<file path="src/rtl/ext_cs_pkg.sv">
package ext_cs_pkg;
  localparam int AW   = 24;
  localparam int NWIN = 3;
  localparam int WTW  = 2;

  typedef struct packed {
    logic           en;
    logic           wide;
    logic [WTW-1:0] wt;
  } win_cfg_t;

  localparam logic [WTW-1:0] WT_EXT = 2'b11;

  // index 0 is the rightmost element
  localparam logic [NWIN-1:0][AW-1:0] WIN_LO = {24'h008000, 24'h0008A0, 24'h007F00};
  localparam logic [NWIN-1:0][AW-1:0] WIN_HI = {24'h3FFFFF, 24'h007FFF, 24'h007FFF};
  localparam win_cfg_t [NWIN-1:0]     WIN_RST = {win_cfg_t'(4'b1110), win_cfg_t'(4'b0000),
                                                 win_cfg_t'(4'b0000)};
  localparam logic [AW-1:0]           ROM_LO = 24'hFF0000;
endpackage

</file>
<file path="src/rtl/cs_win_reg.sv">
module cs_win_reg
  import ext_cs_pkg::*;
#(
  parameter win_cfg_t RST_VAL = '0
) (
  input  logic           clk_i,
  input  logic           rst_ni,
  input  logic           we_i,
  input  logic           en_i,
  input  logic           wide_i,
  input  logic [WTW-1:0] wt_i,
  output win_cfg_t       cfg_o
);
  always_ff @(posedge clk_i or negedge rst_ni) begin
    if (!rst_ni)   cfg_o <= RST_VAL;
    else if (we_i) cfg_o <= '{en: en_i, wide: wide_i, wt: wt_i};
  end
endmodule

</file>
<file path="src/rtl/cs_addr_decode.sv">
module cs_addr_decode
  import ext_cs_pkg::*;
#(
  parameter bit HAS_INT_ROM = 1'b1
) (
  input  logic [AW-1:0]        addr_i,
  input  logic                 int_io_hit_i,
  input  logic                 int_mem_hit_i,
  input  win_cfg_t [NWIN-1:0]  cfg_i,
  output logic [NWIN-1:0]      sel_o,
  output logic                 wide_o,
  output logic [WTW-1:0]       wt_o
);
  logic [NWIN-1:0] match;
  logic            internal;

  for (genvar i = 0; i < NWIN; i++) begin : g_win
    assign match[i] = cfg_i[i].en && (addr_i >= WIN_LO[i]) && (addr_i <= WIN_HI[i]);
  end

  assign internal = int_io_hit_i || int_mem_hit_i || (HAS_INT_ROM && (addr_i >= ROM_LO));

  always_comb begin
    sel_o  = '0;
    wide_o = 1'b0;
    wt_o   = '0;
    if (internal) begin
      wide_o = 1'b1;
    end else begin
      // walk down so the lowest matching index wins
      for (int i = NWIN - 1; i >= 0; i--) begin
        if (match[i]) begin
          sel_o    = '0;
          sel_o[i] = 1'b1;
          wide_o   = cfg_i[i].wide;
          wt_o     = cfg_i[i].wt;
        end
      end
    end
  end
endmodule

</file>
<file path="src/rtl/cs_wait_seq.sv">
module cs_wait_seq
  import ext_cs_pkg::*;
(
  input  logic            clk_i,
  input  logic            rst_ni,
  input  logic            start_i,
  input  logic [NWIN-1:0] sel_i,
  input  logic            wide_i,
  input  logic [WTW-1:0]  wt_i,
  input  logic            ext_wait_i,
  output logic [NWIN-1:0] cs_n_o,
  output logic            bus16_o,
  output logic            ready_o,
  output logic            busy_o
);
  logic            active_q, ext_q, wide_q;
  logic [WTW-1:0]  cnt_q;
  logic [NWIN-1:0] sel_q;

  assign ready_o = active_q && (cnt_q == '0) && !(ext_q && ext_wait_i);
  assign busy_o  = active_q;
  assign cs_n_o  = ~sel_q;
  assign bus16_o = wide_q;

  always_ff @(posedge clk_i or negedge rst_ni) begin
    if (!rst_ni) begin
      active_q <= 1'b0;
      ext_q    <= 1'b0;
      wide_q   <= 1'b0;
      cnt_q    <= '0;
      sel_q    <= '0;
    end else if (start_i) begin
      active_q <= 1'b1;
      sel_q    <= sel_i;
      wide_q   <= wide_i;
      ext_q    <= (wt_i == WT_EXT);
      cnt_q    <= (wt_i == WT_EXT) ? '0 : wt_i;
    end else if (active_q) begin
      if (ready_o) begin
        active_q <= 1'b0;
        sel_q    <= '0;
        wide_q   <= 1'b0;
        ext_q    <= 1'b0;
      end else if (cnt_q != '0) begin
        cnt_q <= cnt_q - 1'b1;
      end
    end
  end


  ready_end_chk: assert property (@(posedge clk_i) disable iff (!rst_ni)
    ready_o |=> (!ready_o && (cs_n_o == '1)));


  two_wait_chk: assert property (@(posedge clk_i) disable iff (!rst_ni)
    (start_i && (wt_i == 2'b10)) |=> !ready_o ##1 !ready_o ##1 ready_o);


  ext_hold_chk: assert property (@(posedge clk_i) disable iff (!rst_ni)
    (busy_o && ext_q && ext_wait_i) |=> busy_o);
endmodule

</file>
<file path="src/rtl/ext_cs_wait.sv">
module ext_cs_wait
  import ext_cs_pkg::*;
#(
  parameter bit HAS_INT_ROM = 1'b1
) (
  input  logic            clk_i,
  input  logic            rst_ni,
  input  logic [AW-1:0]   addr_i,
  input  logic            cyc_start_i,
  input  logic            int_io_hit_i,
  input  logic            int_mem_hit_i,
  input  logic            ext_wait_i,
  input  logic [NWIN-1:0] cfg_we_i,
  input  logic            cfg_en_i,
  input  logic            cfg_wide_i,
  input  logic [WTW-1:0]  cfg_wait_i,
  output logic [NWIN-1:0] cs_n_o,
  output logic            bus16_o,
  output logic            ready_o
);
  win_cfg_t [NWIN-1:0] cfg_q;
  logic [NWIN-1:0]     sel;
  logic                wide, busy, start;
  logic [WTW-1:0]      wt;

  for (genvar i = 0; i < NWIN; i++) begin : g_cfg
    cs_win_reg #(.RST_VAL(WIN_RST[i])) i_reg (
      .clk_i  (clk_i),
      .rst_ni (rst_ni),
      .we_i   (cfg_we_i[i]),
      .en_i   (cfg_en_i),
      .wide_i (cfg_wide_i),
      .wt_i   (cfg_wait_i),
      .cfg_o  (cfg_q[i])
    );
  end

  cs_addr_decode #(.HAS_INT_ROM(HAS_INT_ROM)) i_dec (
    .addr_i        (addr_i),
    .int_io_hit_i  (int_io_hit_i),
    .int_mem_hit_i (int_mem_hit_i),
    .cfg_i         (cfg_q),
    .sel_o         (sel),
    .wide_o        (wide),
    .wt_o          (wt)
  );

  assign start = cyc_start_i && !busy;

  cs_wait_seq i_seq (
    .clk_i      (clk_i),
    .rst_ni     (rst_ni),
    .start_i    (start),
    .sel_i      (sel),
    .wide_i     (wide),
    .wt_i       (wt),
    .ext_wait_i (ext_wait_i),
    .cs_n_o     (cs_n_o),
    .bus16_o    (bus16_o),
    .ready_o    (ready_o),
    .busy_o     (busy)
  );


  win0_first_chk: assert property (@(posedge clk_i) disable iff (!rst_ni)
    (cyc_start_i && !busy && !int_io_hit_i && !int_mem_hit_i && cfg_q[0].en &&
     (addr_i >= WIN_LO[0]) && (addr_i <= WIN_HI[0])) |=> (cs_n_o == 3'b110));


  internal_hit_chk: assert property (@(posedge clk_i) disable iff (!rst_ni)
    (cyc_start_i && !busy && (int_io_hit_i || int_mem_hit_i))
    |=> ((cs_n_o == '1) && bus16_o && ready_o));


  int_rom_chk: assert property (@(posedge clk_i) disable iff (!rst_ni)
    (HAS_INT_ROM && cyc_start_i && !busy && (addr_i >= ROM_LO))
    |=> ((cs_n_o == '1) && bus16_o && ready_o));


  busy_start_chk: assert property (@(posedge clk_i) disable iff (!rst_ni)
    (cyc_start_i && busy && !ready_o) |=> ($stable(cs_n_o) && $stable(bus16_o)));
endmodule

</file>
<file path="config.mk">
export PLATFORM = sky130hd
export DESIGN_NAME = ext_cs_wait
export DESIGN_NICKNAME = d
export VERILOG_FILES = /design/src/rtl/ext_cs_pkg.sv /design/src/rtl/cs_win_reg.sv /design/src/rtl/cs_addr_decode.sv /design/src/rtl/cs_wait_seq.sv /design/src/rtl/ext_cs_wait.sv
export SDC_FILE = /design/constraint.sdc
export NUM_CORES = 1
export LEC_CHECK = 0
export BUFFER_PORTS_ARGS = -buffer_cell sky130_fd_sc_hd__buf_2
export CAP_MARGIN = 20
export CORE_UTILIZATION = 30
export CTS_BUF_LIST = sky130_fd_sc_hd__clkbuf_2 sky130_fd_sc_hd__clkbuf_4 sky130_fd_sc_hd__clkbuf_8
export CTS_CLUSTER_DIAMETER = 200
export DETAILED_ROUTE_END_ITERATION = 10
export GPL_TIMING_DRIVEN = 1
export SLEW_MARGIN = 20
export SYNTH_ARGS = -nofsm -noshare
export SYNTH_HDL_FRONTEND = slang
export SYNTH_SLANG_ARGS = --single-unit
</file>
<file path="constraint.sdc">
create_clock -name clk_i -period 1.88 [get_ports clk_i]
set_input_delay 0.188 -clock clk_i [delete_from_list [all_inputs] [get_ports clk_i]]
set_output_delay 0.188 -clock clk_i [all_outputs]
set_load 0.005 [all_outputs]
</file>
After elaboration in Yosys (flattened, before gate mapping)
Index checks and enable logic that the tools add are counted. W data, S select, Z words.

Register bits after elaboration: 20. Output and inout bits: 5.

$add $sub $neg: 1. $lt $le $gt $ge: 6. Eq/ne operators: 2. Muxes and demuxes: 27. Bitwise gates (word level): 1. Reduce and logical (&&, ||, !) cells: 21.

Operators by type and width (number): $ge A24 B12 Y1 const B (1); $ge A24 B15 Y1 const B (1); $ge A24 B16 Y1 const B (1); $ge A24 B24 Y1 const B (1); $le A24 B15 Y1 const B (1); $le A24 B22 Y1 const B (1); $mux W3 (7); $mux W2 (9); $mux W1 (11); $logic_and A1 B1 Y1 (10); $reduce_bool A2 Y1 (4); $not A3 Y3 (1); $reduce_and A3 Y1 (1); $eq A2 B2 Y1 const B (1); $logic_not A1 Y1 (2); $logic_not A2 Y1 (1); $logic_or A1 B1 Y1 (2); $ne A2 B1 Y1 const B (1); $reduce_and A2 Y1 (1); $sub A2 B1 Y2 const B (1).

Logic depth before layout (Yosys ltp)
Gate-level depths: netlist of run 1.

Depth after elaboration: 10. Mapped depth: 7.

By module
From an unflattened synthesis of run 1, not the netlist that was laid out.

Cells, all modules: 107. Area total of the unflattened synthesis: 1131.1 µm².

By module, submodules not included: cs_wait_seq (times used 1, cells each 38, area an instance 395.4 µm², seq. area each 200.2 µm²); cs_win_reg at g_cfg[0].i_reg ... (times used 2, cells each 8, area an instance 145.1 µm², seq. area each 100.1 µm²); cs_addr_decode (times used 1, cells each 44, area an instance 282.8 µm², seq. area each 0.0 µm²); cs_win_reg at g_cfg[2].i_reg (times used 1, cells each 8, area an instance 148.9 µm², seq. area each 103.8 µm²); ext_cs_wait (times used 1, cells each 1, area an instance 13.8 µm², seq. area each 0.0 µm²).

Worst setup path before layout of run 1
No wires, ideal clock.

Kind: flip-flop to flip-flop. Start point: register g_cfg[2].i_reg.cfg_o[3] in the netlist's numbering. End point: register i_seq.cnt_q[1]. Library setup time: 0.122 ns. Arrival: 1.450 ns. Required time: 1.758 ns. Setup slack: 0.308 ns. Cell stages (with the launch flop): 6. Period minus slack after synthesis: 1.572 ns. Path through: dfstp_2 > inv_1 > a2111oi_2 > a22oi_1 > a221o_1 > a21boi_1.

Longest elaborated chain between the ends: 9.

RTL lines: start: declaration (line cs_win_reg.sv:12) `output win_cfg_t cfg_o`; start signal: assignment (line cs_win_reg.sv:16) `else if (we_i) cfg_o <= '{en: en_i, wide: wide_i, wt: wt_i};`; $logic_and A1 B1 Y1 * (2 in series) (line cs_addr_decode.sv:18) `assign match[i] = cfg_i[i].en && (addr_i >= WIN_LO[i]) && (addr_i <= WIN_HI[i]);`; $mux W2 * (3 in series) (line cs_addr_decode.sv:32) `if (match[i]) begin`; $mux W2 * (line cs_addr_decode.sv:27) `if (internal) begin`; $eq A2 B2 Y1 (line cs_wait_seq.sv:37) `cnt_q <= (wt_i == WT_EXT) ? '0 : wt_i;`; $mux W2 * (line cs_wait_seq.sv:37); $mux W2 * (line cs_wait_seq.sv:32) `end else if (start_i) begin`; end signal: assignment (line cs_wait_seq.sv:37); end signal: assignment (line cs_wait_seq.sv:45) `cnt_q <= cnt_q - 1'b1;`; end: declaration (line cs_wait_seq.sv:17) `logic [WTW-1:0] cnt_q;`.

Every way passes the cells marked *; elsewhere a longest branch is shown, timed or not. A chain may end at the register's enable or synchronous reset.

Worst setup path in the final report of run 1
Ends and elaborated chain as after synthesis.

==> results of run 1 <==
registers in the layout, indices dropped and copies added (netlist names):
name,cells
g_cfg.i_reg.cfg_o,12
i_seq.bus16_o,1
i_seq.busy_o,1
i_seq.cnt_q,2
i_seq.ext_q,1
i_seq.sel_q,3
where the power goes:
part,total [W],internal [W],switching (W)
clock network,0.000242,0.000118,0.000124
logic,0.000355,0.000172,0.000182
registers,0.000544,0.000505,0.0000397
metal layers:
| layer | track usage (%) | up-vias |
|---|---|---|
| li1 | - | 448 |
| met1 | 14.8 | 425 |
| met2 | 24.5 | 14 |
| met3 | 1.49 | 2 |
| met4 | 5.84 | 0 |
| met5 | 0 | - |
cells by family after synthesis:
group	share of synthesized area [%]
and+or+nand+nor	18.4
AOI/OAI and AO/OA	16.9
DFF	48.4
muxes	11.9
buffers and inverters	3.24
adders and majority gates	1.20
worst paths after layout:
check	cells past startpoint	endpoint	slack [ns]
min	2	g_cfg[2].i_reg.cfg_o[3]$_DFFE_PN1P_	0.12
max in group asynchronous	2	g_cfg[2].i_reg.cfg_o[3]$_DFFE_PN1P_	1.20
max	6	i_seq.cnt_q[1]$_DFFE_PN0P_	0.22
min in group asynchronous	2	i_seq.busy_o$_DFF_PN0_	0.35
max reg2reg	6	i_seq.cnt_q[1]$_DFFE_PN0P_	0.22
min reg2reg	2	i_seq.sel_q[0]$_DFFE_PN0P_	0.50
stage by stage:
stage	instance area, um2	setup slack (ns)	power [W]	utilization, %
finish	1330	0.222	0.00114	40.0
global route	1330	0.0946	0.00123	40.0
CTS	1330	0.230	0.00116	40.0
detailed placement	1290	0.184	0.000915	38.6
global placement	1290	0.202	0.000886	38.6
floorplan	1040	0.308	0.000763	-
layout by cell type (no fill, tap or decap), types with 2 or more instances in the layout:
master | synthesis | layout
nor3b_1 | 2 | 2
and3_1 | 2 | 2
buf_2 | 0 | 36
dfstp_2 | 3 | 3
nor2b_1 | 2 | 2
dfrtp_1 | 17 | 17
clkbuf_4 | 0 | 3
a21oi_1 | 2 | 2
o211ai_1 | 2 | 2
o21ai_1 | 3 | 3
o21ai_0 | 3 | 3
nand2_1 | 7 | 7
nor2_1 | 8 | 8
a22oi_1 | 2 | 2
a22o_1 | 2 | 2
nor3_1 | 2 | 2
a211o_1 | 3 | 3
inv_1 | 7 | 7
mux2_2 | 11 | 11
nand4_1 | 6 | 6
nand3_1 | 2 | 2
buf_4 | 1 | 2
cell type report:
| class | count | share of cell area (%) |
|---|---|---|
| Clock buffer | 4 | 2.72 |
| Multi-Input combinational cell | 70 | 37.8 |
| Inverter | 7 | 1.97 |
| Sequential cell | 20 | 37.8 |
| Tap cell | 46 | 4.32 |
| Timing Repair Buffer | 39 | 15.4 |
==> summary.md, run 1 <==
| Metric | Value |
|---|---|
| First-pass GRT wire length | 3.57 mm |
| Post-synth top cells | dfrtp_1 (17), mux2_2 (11), nor2_1 (8), inv_1 (7), nand2_1 (7) |
| Final #Nets | 179 |
| Post-detail-place hpwl | between 1.5 and 2 mm |
| Die Wd | about 60 um |
| WL per Instance | 12.1 um |
| Routed wl met2 | 1.23 mm |
| CP startpoint kind | register |
| Worst clock skew | 0.00153 ns |
| Post-layout minimum cycle time | ~1.7 ns |
| Slew Viols, Final | 0 |
| Placed cells | ~180 |
| Critical path's top delay family | compound AO/OA/AOI/OAI gates |
| Metal-1 WL | 946 um |
| Max VDD drop | 203 uV |
| Diodes inserted | 0 |
| Clock transition at path regs | 0.11 ns |
| Cell variety after synth | 31 |
| Post-synthesis instance area | 1040 um2 |
| CTS max path bufs | 2 |
| FF+latch count, synth | 20 |
| Height of the chip | 60.9 um |
| P&R area growth vs syn | 28.0% |
| Clock root cell | clkbuf_4 |
| Top Layer Used | met4 |
| Actual slew at the worst max-slew pin | 0.468 ns |
| Synthesized Nets | around 140 |
| Critical path class | register to register |
| Status | complete, no violations |
| Max_cap viols | 0 |
| Met3 wire len | 54 um |
| Worst reg2reg path startpoint | g_cfg[2].i_reg.cfg_o[3]$_DFFE_PN1P_ |
| RSZ-0062 raised after global routing | no |
| Initial Util | 31.2% |
| Largest area contributor in the netlist | dfrtp_1 |
| Worst setup EP type | register |
| Post-synth top flop | dfrtp_1 |
| Vias in the first global route | 861 |
| Via count | between 800 and 900 |
| CTS Sinks | 20 |
| Core area | approximately 3300 um2 |
| Minimum hold slack | 0.115 ns |
| Crit-path cells | inv_1, a2111oi_2, buf_4, a22oi_1, a221o_1, a21boi_1 |
| Port bufs | 36 |
| Global route total overflow | 0 |
| Worst path required time | 2.07 ns |
| Most frequent cell after synthesis | dfrtp_1 |
| Gate count of the mapped netlist | roughly 100 |
| Multi-input gate area | 504 um2 |
| Gpl congestion | between 0.7 and 0.8 |
| Layout cells sized above 1 | 42.9% |
| Final period util | between 80 and 90% |
| CTS tree | done |
| Row cnt | 21 |
| Crit Path Max Fanout | 4 |
| Post-CTS Setup Bufs | 0 |
| Clk_lat worst skew | 0.29 ns |
| DRC violations left | 0 |
| FMAX | 0.603 GHz |
| Antenna Nets Post-Route | 0 |
| Hold_buf cts | 1 |
| Crit-path max cell delay | between 0.5 and 0.6 ns |
| Register area share after synthesis | 48.4% |
| Type of the worst min-delay path | input port to register |
| Post-Syn Area per Cell | 10.6 um2 |
| P per Cell Area | between 800 and 900 nW/um2 |
| Ys async rst share | 100% |
| # resized after CTS | 0 |
| Synth top area share | ~40% |
| Post-route setup TNS | 0 ns |
| CTS Buf Count | 3 |
| Final Hold Fails | 0 |
| CP max stage cell | dfstp_2 |
| Overall routing resource usage | 13.1% |
| Max transition margin | 68.7% |
| WP buf/inv | 2 |
| Layout Cells excl Fill | ~190 |
| Iteration count of the initial detailed-routing pass | 4 |
| Hold wc startpoint | cfg_we_i[2] |
| Final setup viols | 0 |
| Die area | 3710 um2 |
| Io pins | 42 |
| Post-synth EDFFs | 0 |
| CP startpoint | g_cfg[2].i_reg.cfg_o[3]$_DFFE_PN1P_ |
| Leak pwr | 0.568 nW |
| WL final | 2.25 mm |
| Crit path arrival time | 1.85 ns |
| CTS H-tree lvls | 1 |
| Synth Warn # | 0 |
| Reg area | 504 um2 |
| FILL cells | 358 |
| Iter 0 DRT Violations | 21 |
| Vias per cell | 4.78 |
| Largest net degree at the start of global routing | 21 |
| Initial antenna violation count | 0 |
| Synth area leaders | dfrtp_1 (41%), mux2_2 (12%), dfstp_2 (7.6%) |
Power figures use the tool's default switching activity.
==> inputs of run 2 (changes only) <==
CORE_UTILIZATION = 40   (was 30)
PLACE_DENSITY = 0.68   (was not set)
==> summary.md, run 2 (same netlist as run 1, synthesis figures left out) <==
| Metric | Value |
|---|---|
| Status | complete, no violations |
| Initial Util | 42.1% (+11 points) |
| CTS Buf Count | 3 (unchanged) |
| Post-detail-place hpwl | 1.86 mm (-2.9%) |
| Comb pwr share | 28.4% (-2.7 points) |
| Vias in the first global route | 950 (+10%) |
| Max_cap viols | 0 (unchanged) |
| Actual slew at the worst max-slew pin | 0.430 ns (-0.0376 ns) |
| Largest net degree at the start of global routing | 21 (unchanged) |
| Leak pwr | 0.575 nW (+1.2%) |
| Worst setup EP type | primary output |
| RSZ-0062 raised after global routing | no |
| Post-layout minimum cycle time | 1.70 ns (+0.0399 ns) |
| Max transition margin | 71.3% (+2.6 points) |
| Crit-path cells | inv_1, ha_1, nand2_1, a21oi_1, buf_2 |
| Type of the worst min-delay path | input port to register |
| Top Registers | g_cfg.i_reg.cfg_o x12, i_seq.sel_q x3, i_seq.cnt_q x2 |
| Clk pwr share | 28.0% (+6.8 points) |
| Via count | 910 (+2.4%) |
| Worst path required time | 1.69 ns (-0.38 ns) |
| Die Wd | 53.0 um (-13%) |
| Diodes inserted | 0 (unchanged) |
| Iter 0 DRT Violations | 8 (-62%) |
| Hold depth | 3 (+1) |
| Overall routing resource usage | 19.4% (+6.4 points) |
| Antenna Nets Post-Route | 0 (unchanged) |
| Vias per cell | 5.35 (+12%) |
| CTS Sinks | 20 (unchanged) |
| Post-route setup TNS | 0 ns (unchanged) |
| Core area | 2480 um2 (-26%) |
| Sequential share of power | 43.6% (-4.1 points) |
| Final period util | 90.3% (+2.1 points) |
| DRC violations left | 0 (unchanged) |
| CTS tree | done |
| Post-CTS Setup Bufs | 0 (unchanged) |
| Switching part of the total | 28.8% (-1.6 points) |
| Most flop-heavy register | g_cfg.i_reg.cfg_o |
| Critical path class | register to primary output |
| First-pass GRT wire length | 3.86 mm (+8.1%) |
| P&R area growth vs syn | 27.6% |
| Slew Viols, Final | 0 (unchanged) |
| Crit-path max cell delay | 0.38 ns (-0.15 ns) |
| Clock root cell | clkbuf_4 |
| FILL cells | 245 (-32%) |
| Crit path arrival time | 1.51 ns (-0.34 ns) |
| Gpl congestion | 0.799 (+5.0%) |
| Pint | 0.000893 W (+12%) |
| Worst clock skew | 0.00402 ns (+0.00248 ns) |
| Io pins | 42 (unchanged) |
| P per Cell Area | 943 nW/um2 (+10%) |
| Final setup viols | 0 (unchanged) |
| Clk_lat worst skew | 0.30 ns (about the same) |
| FMAX | 0.589 GHz (-2.4%) |
| CTS H-tree lvls | 1 (unchanged) |
| Reg2reg path depth | 5 (-1) |
| Height of the chip | 53.0 um (-13%) |
| Commonest non-fill, non-tap cell in the layout | buf_2 |
| Final Hold Fails | 0 (unchanged) |
| Row cnt | 18 (-14%) |
| Max reg flops | 12 (unchanged) |
| Sw Pwr | 0.000361 W (+4.2%) |
| Die area | 2810 um2 (-24%) |
| WL per Instance | 13.4 um (+11%) |
| Design Area, Final | 1330 um2 (-0.28%) |
| Post-DP Area | 1270 um2 (-1.6%) |
| Fin util | 53.7% (+14 points) |
| Crit Path Max Fanout | 4 (unchanged) |
| Final #Nets | 179 (unchanged) |
| Global route total overflow | 0 (unchanged) |
| Iteration count of the initial detailed-routing pass | 4 (unchanged) |
| Max VDD drop | 614 uV (+200%) |
| CP startpoint kind | register |
| WL final | 2.29 mm (+1.5%) |
| Clock transition at path regs | 0.11 ns (about the same) |
| Pwr Total | 0.00125 W (+9.9%) |
| CP max stage cell | dfrtp_1 |
| Most frequent cells in the layout | buf_2 (36), dfrtp_1 (17), mux2_2 (11), nor2_1 (8) |
| Initial antenna violation count | 0 (unchanged) |
| Port bufs | 36 (unchanged) |
| Layout cells sized above 1 | 42.9% (unchanged) |
| CTS max path bufs | 2 (unchanged) |
## run 2: changes by cell type in the layout (fill, tap and decap cells not counted), sizes merged
cell,delta
bufinv,+1
clkbuf,-1
## run 2: routing by layer
metal / vias to the layer above / track usage, % / share of wire, %
met5: - / 0 / 0
met4: 0 / 10.1 / 1.5
met3: 4 / 2.87 / 3.0
met2: 18 / 36.1 / 54
met1: 434 / 20.9 / 41
li1: 454 / - / -
## run 2: what timing repair did
| action | CTS | global route |
|---|---|---|
| hold buffers | 1 | 0 |
| hold endpoints to repair | 17 | 0 |
| gates resized for setup | 0 | 0 |
## run 2: area by class of cell
type                    instances  area [um2]  share of cell area [%]
clock buffers                   3        22.5                    1.69
clock inverters                 1        30.0                    2.26
repair buffers                 39         205                    15.4
inverters                       7        26.3                    1.98
multi-input cells              70         504                    37.9
well taps                      30        37.5                    2.82
flip-flops and latches         20         504                    37.9
## run 2: path summary, 6_finish.rpt
check / endpoint / from / slack [ns]
max in group asynchronous: g_cfg[2].i_reg.cfg_o[1]$_DFFE_PN1P_ / rst_ni / 1.19
setup reg to reg: i_seq.cnt_q[1]$_DFFE_PN0P_ / g_cfg[2].i_reg.cfg_o[3]$_DFFE_PN1P_ / 0.21
hold / removal: g_cfg[2].i_reg.cfg_o[3]$_DFFE_PN1P_ / cfg_en_i / 0.11
min in group asynchronous: i_seq.ext_q$_DFFE_PN0P_ / rst_ni / 0.35
setup / recovery: ready_o / i_seq.cnt_q[0]$_DFFE_PN0P_ / 0.18
hold reg to reg: i_seq.sel_q[0]$_DFFE_PN0P_ / i_seq.sel_q[0]$_DFFE_PN0P_ / 0.50
## run 2: per-stage QoR
| step | worst slack (ns) | instances | hold WS [ns] |
|---|---|---|---|
| final | 0.182 | 170 | 0.112 |
| after global routing | 0.0425 | 170 | 0.126 |
| after CTS | 0.176 | 170 | 0.103 |
| after detailed placement | 0.187 | 165 | 0.159 |
| after global placement | 0.215 | 165 | 0.150 |
| after floorplan | 0.308 | 98 | -0.108 |
## run 2: power groups by stage
stage | Sequential (W) | Combinational [W] | Clock, W
after floorplan | 0.000544 | 0.000220 | 0
after global placement | 0.000551 | 0.000333 | 0
after detailed placement | 0.000557 | 0.000354 | 0
after CTS | 0.000548 | 0.000359 | 0.000360
after global routing | 0.000555 | 0.000403 | 0.000377
final | 0.000547 | 0.000356 | 0.000351
## run 2: critical path: cells and delay by family, from the launching register on
family          cells  cell delay (ns)
flops               1             0.38
simple gates        1             0.08
compound gates      1             0.27
buf+inv             2             0.28
fa+ha+maj           1             0.21
==> inputs of run 3 (changes only) <==
ABC_AREA = 1   (was not set)
PLACE_DENSITY = 0.67   (was 0.68)
==> summary.md, run 3 <==
| Metric | Value |
|---|---|
| Reg area | 504 um2 (unchanged) |
| Crit-path max cell delay | 0.39 ns (about the same) |
| Clock transition at path regs | 0.12 ns (about the same) |
| Register area share after synthesis | 44.5% (-3.8 points) |
| Row cnt | 18 (unchanged) |
| CTS tree | done |
| Critical path's top delay family | flip-flops |
| Layout cells sized above 1 | 42.0% (-0.90 points) |
| Hold_buf cts | 1 (unchanged) |
| Gate count of the mapped netlist | 133 (+36%) |
| First-pass GRT wire length | 4.20 mm (+8.9%) |
| Global route total overflow | 0 (unchanged) |
| Largest area contributor in the netlist | dfrtp_1 |
| Design Area, Final | 1410 um2 (+6.2%) |
| Post-synthesis instance area | 1130 um2 (+8.6%) |
| Max_cap viols | 0 (unchanged) |
| Die Wd | 55.2 um (+4.1%) |
| CTS max path bufs | 2 (unchanged) |
| Diodes inserted | 0 (unchanged) |
| Max VDD drop | 853 uV (+39%) |
| Most frequent cell after synthesis | nand2_1 |
| Io pins | 42 (unchanged) |
| Post-layout minimum cycle time | 1.50 ns (-0.194 ns) |
| Vias per cell | 4.79 (-10%) |
| CP max stage cell | dfrtp_1 |
| Final setup viols | 0 (unchanged) |
| Post-DP Area | 1350 um2 (+6.5%) |
| Synthesized Nets | 171 (+26%) |
| Placed cells | 199 (+21%) |
| Fin util | 55.0% (+1.3 points) |
| Synth area leaders | dfrtp_1 (38%), mux2_2 (8.0%), dfstp_2 (7.0%) |
| Iter 0 DRT Violations | 19 (+11) |
| WP buf/inv | 2 (unchanged) |
| Port bufs | 36 (unchanged) |
| Multi-input gate area | 547 um2 (+8.4%) |
| Post-synth top cells | nand2_1 (21), inv_1 (18), dfrtp_1 (17), nor2_1 (13), mux2_2 (8) |
| DRC violations left | 0 (unchanged) |
| Most frequent cells in the layout | buf_2 (36), nand2_1 (21), inv_1 (18), dfrtp_1 (17), nor2_1 (13) |
| Ys async rst share | 100% (unchanged) |
| Worst setup EP type | primary output |
| Max transition margin | 70.4% (-0.89 points) |
| Post-CTS Setup Bufs | 0 (unchanged) |
| Leak pwr | 0.709 nW (+23%) |
| Post-synth top flop | dfrtp_1 |
| Actual slew at the worst max-slew pin | 0.444 ns (+0.0141 ns) |
| Clock root cell | clkbuf_4 |
| Via count | 978 (+7.5%) |
| Antenna Nets Post-Route | 0 (unchanged) |
| WL per Instance | 11.1 um (-17%) |
| Synth Warn # | 0 (unchanged) |
| CTS Sinks | 20 (unchanged) |
| Max reg flops | 12 (unchanged) |
| Post-detail-place hpwl | 1.89 mm (+1.6%) |
| FILL cells | 253 (+3.3%) |
| Height of the chip | 55.2 um (+4.1%) |
| Synth top area share | 37.6% (-3.2 points) |
| Type of the worst min-delay path | input port to register |
| Critical path class | register to primary output |
| Crit-path cells | inv_1, ha_1, nand2_1, a21oi_1, buf_2 |
| Initial Util | 44.1% (+2.0 points) |
| Gpl congestion | 0.747 (-6.5%) |
| Post-synth EDFFs | 0 (unchanged) |
| Final #Nets | 213 (+19%) |
| Overall routing resource usage | 16.8% (-2.6 points) |
| Final Hold Fails | 0 (unchanged) |
| Crit Path Max Fanout | 3 (-1) |
| Cell variety after synth | 24 (-23%) |
| Post-Syn Area per Cell | 8.51 um2 (-20%) |
| P per Cell Area | 884 nW/um2 (-6.2%) |
| Top Registers | g_cfg.i_reg.cfg_o x12, i_seq.sel_q x3, i_seq.cnt_q x2 |
| Die area | 3050 um2 (+8.3%) |
| RSZ-0062 raised after global routing | no |
| Iteration count of the initial detailed-routing pass | 4 (unchanged) |
| CTS H-tree lvls | 1 (unchanged) |
| Layout Cells excl Fill | 204 (+20%) |
| CTS Buf Count | 3 (unchanged) |
| Clk_lat worst skew | 0.30 ns (about the same) |
| Vias in the first global route | 1062 (+12%) |
| FF+latch count, synth | 20 (unchanged) |
| Worst path required time | 1.69 ns (about the same) |
| # resized after CTS | 0 (unchanged) |
| FMAX | 0.665 GHz (+13%) |
| CP startpoint kind | register |
| WL final | 2.27 mm (-0.92%) |
| Crit path arrival time | 1.32 ns (-0.19 ns) |
| Post-route setup TNS | 0 ns (unchanged) |
| Largest net degree at the start of global routing | 21 (unchanged) |
| Most flop-heavy register | g_cfg.i_reg.cfg_o |
| Core area | 2570 um2 (+3.6%) |
| Worst clock skew | 0.000841 ns (-0.00317 ns) |
| P&R area growth vs syn | 24.8% |
| Commonest non-fill, non-tap cell in the layout | buf_2 |
| Status | complete, no violations |
| Slew Viols, Final | 0 (unchanged) |
| Pwr Total | 0.00125 W (-0.40%) |
| Initial antenna violation count | 0 (unchanged) |
| Final period util | 80.0% (-10 points) |
-- run 3: cell families (layout without fill, tap and decap cells) --
| logic type | count (synthesis) | after routing | share of synthesized area [%] |
|---|---|---|---|
| AO/OA/AOI/OAI | 18 | 18 | 8.73 |
| buffers and inverters | 21 | 62 | 7.18 |
| adder cells (fa/ha/maj) | 1 | 1 | 1.10 |
| AND/OR/NAND/NOR | 65 | 65 | 30.5 |
| flip-flops | 20 | 20 | 44.5 |
| multiplexers | 8 | 8 | 7.96 |
-- run 3: metrics by stage --
step,hold slack [ns],worst slack (ns)
6_report,0.107,0.375
5_1_grt,0.101,0.254
3_3_place_gp,0.153,0.461
2_1_floorplan,-0.108,0.678
3_5_place_dp,0.165,0.434
4_1_cts,0.104,0.362
-- run 3: routing by layer --
metal | GRT usage [%] | wire (um) | up-vias | share of wire [%]
met2 | 30.6 | 1110 | 21 | 49
met4 | 1.43 | 0 | 0 | 0
met5 | 0 | 0 | - | 0
li1 | - | - | 517 | -
met1 | 20.0 | 1040 | 440 | 46
met3 | 5.39 | 114 | 0 | 5.0
-- run 3: layout make-up --
class,instances,share of cell area (%)
sequential,20,35.7
clock buffer,3,1.59
multi-input combinational,92,38.7
timing repair buffer,37,13.5
tap,30,2.66
inverter,21,5.76
clock inverter,1,2.13
-- run 3: worst reg2reg max path, cell delays in order (launching register included) --
cell     delay, ns
dfrtp_1       0.36
inv_1         0.05
ha_1          0.19
o21ai_0       0.23
inv_1         0.11
a21oi_1       0.17
a21oi_2       0.07
-- run 3: final timing paths --
path	cells past startpoint	startpoint	to	slack [ns]
worst max-delay path	5	i_seq.cnt_q[0]$_DFFE_PN0P_	ready_o	0.38
worst min-delay path	2	cfg_we_i[2]	g_cfg[2].i_reg.cfg_o[3]$_DFFE_PN1P_	0.11
worst max register to register	6	i_seq.cnt_q[0]$_DFFE_PN0P_	i_seq.cnt_q[0]$_DFFE_PN0P_	0.59
worst min register to register	2	g_cfg[2].i_reg.cfg_o[3]$_DFFE_PN1P_	g_cfg[2].i_reg.cfg_o[3]$_DFFE_PN1P_	0.50
max in group asynchronous	2	rst_ni	g_cfg[2].i_reg.cfg_o[1]$_DFFE_PN1P_	1.20
min in group asynchronous	2	rst_ni	i_seq.sel_q[2]$_DFFE_PN0P_	0.34
-- run 3: power breakdown --
group | switching (W) | internal (W)
combinational | 0.000192 | 0.000148
sequential | 0.0000496 | 0.000505
clock | 0.000139 | 0.000216
total | 0.000381 | 0.000868
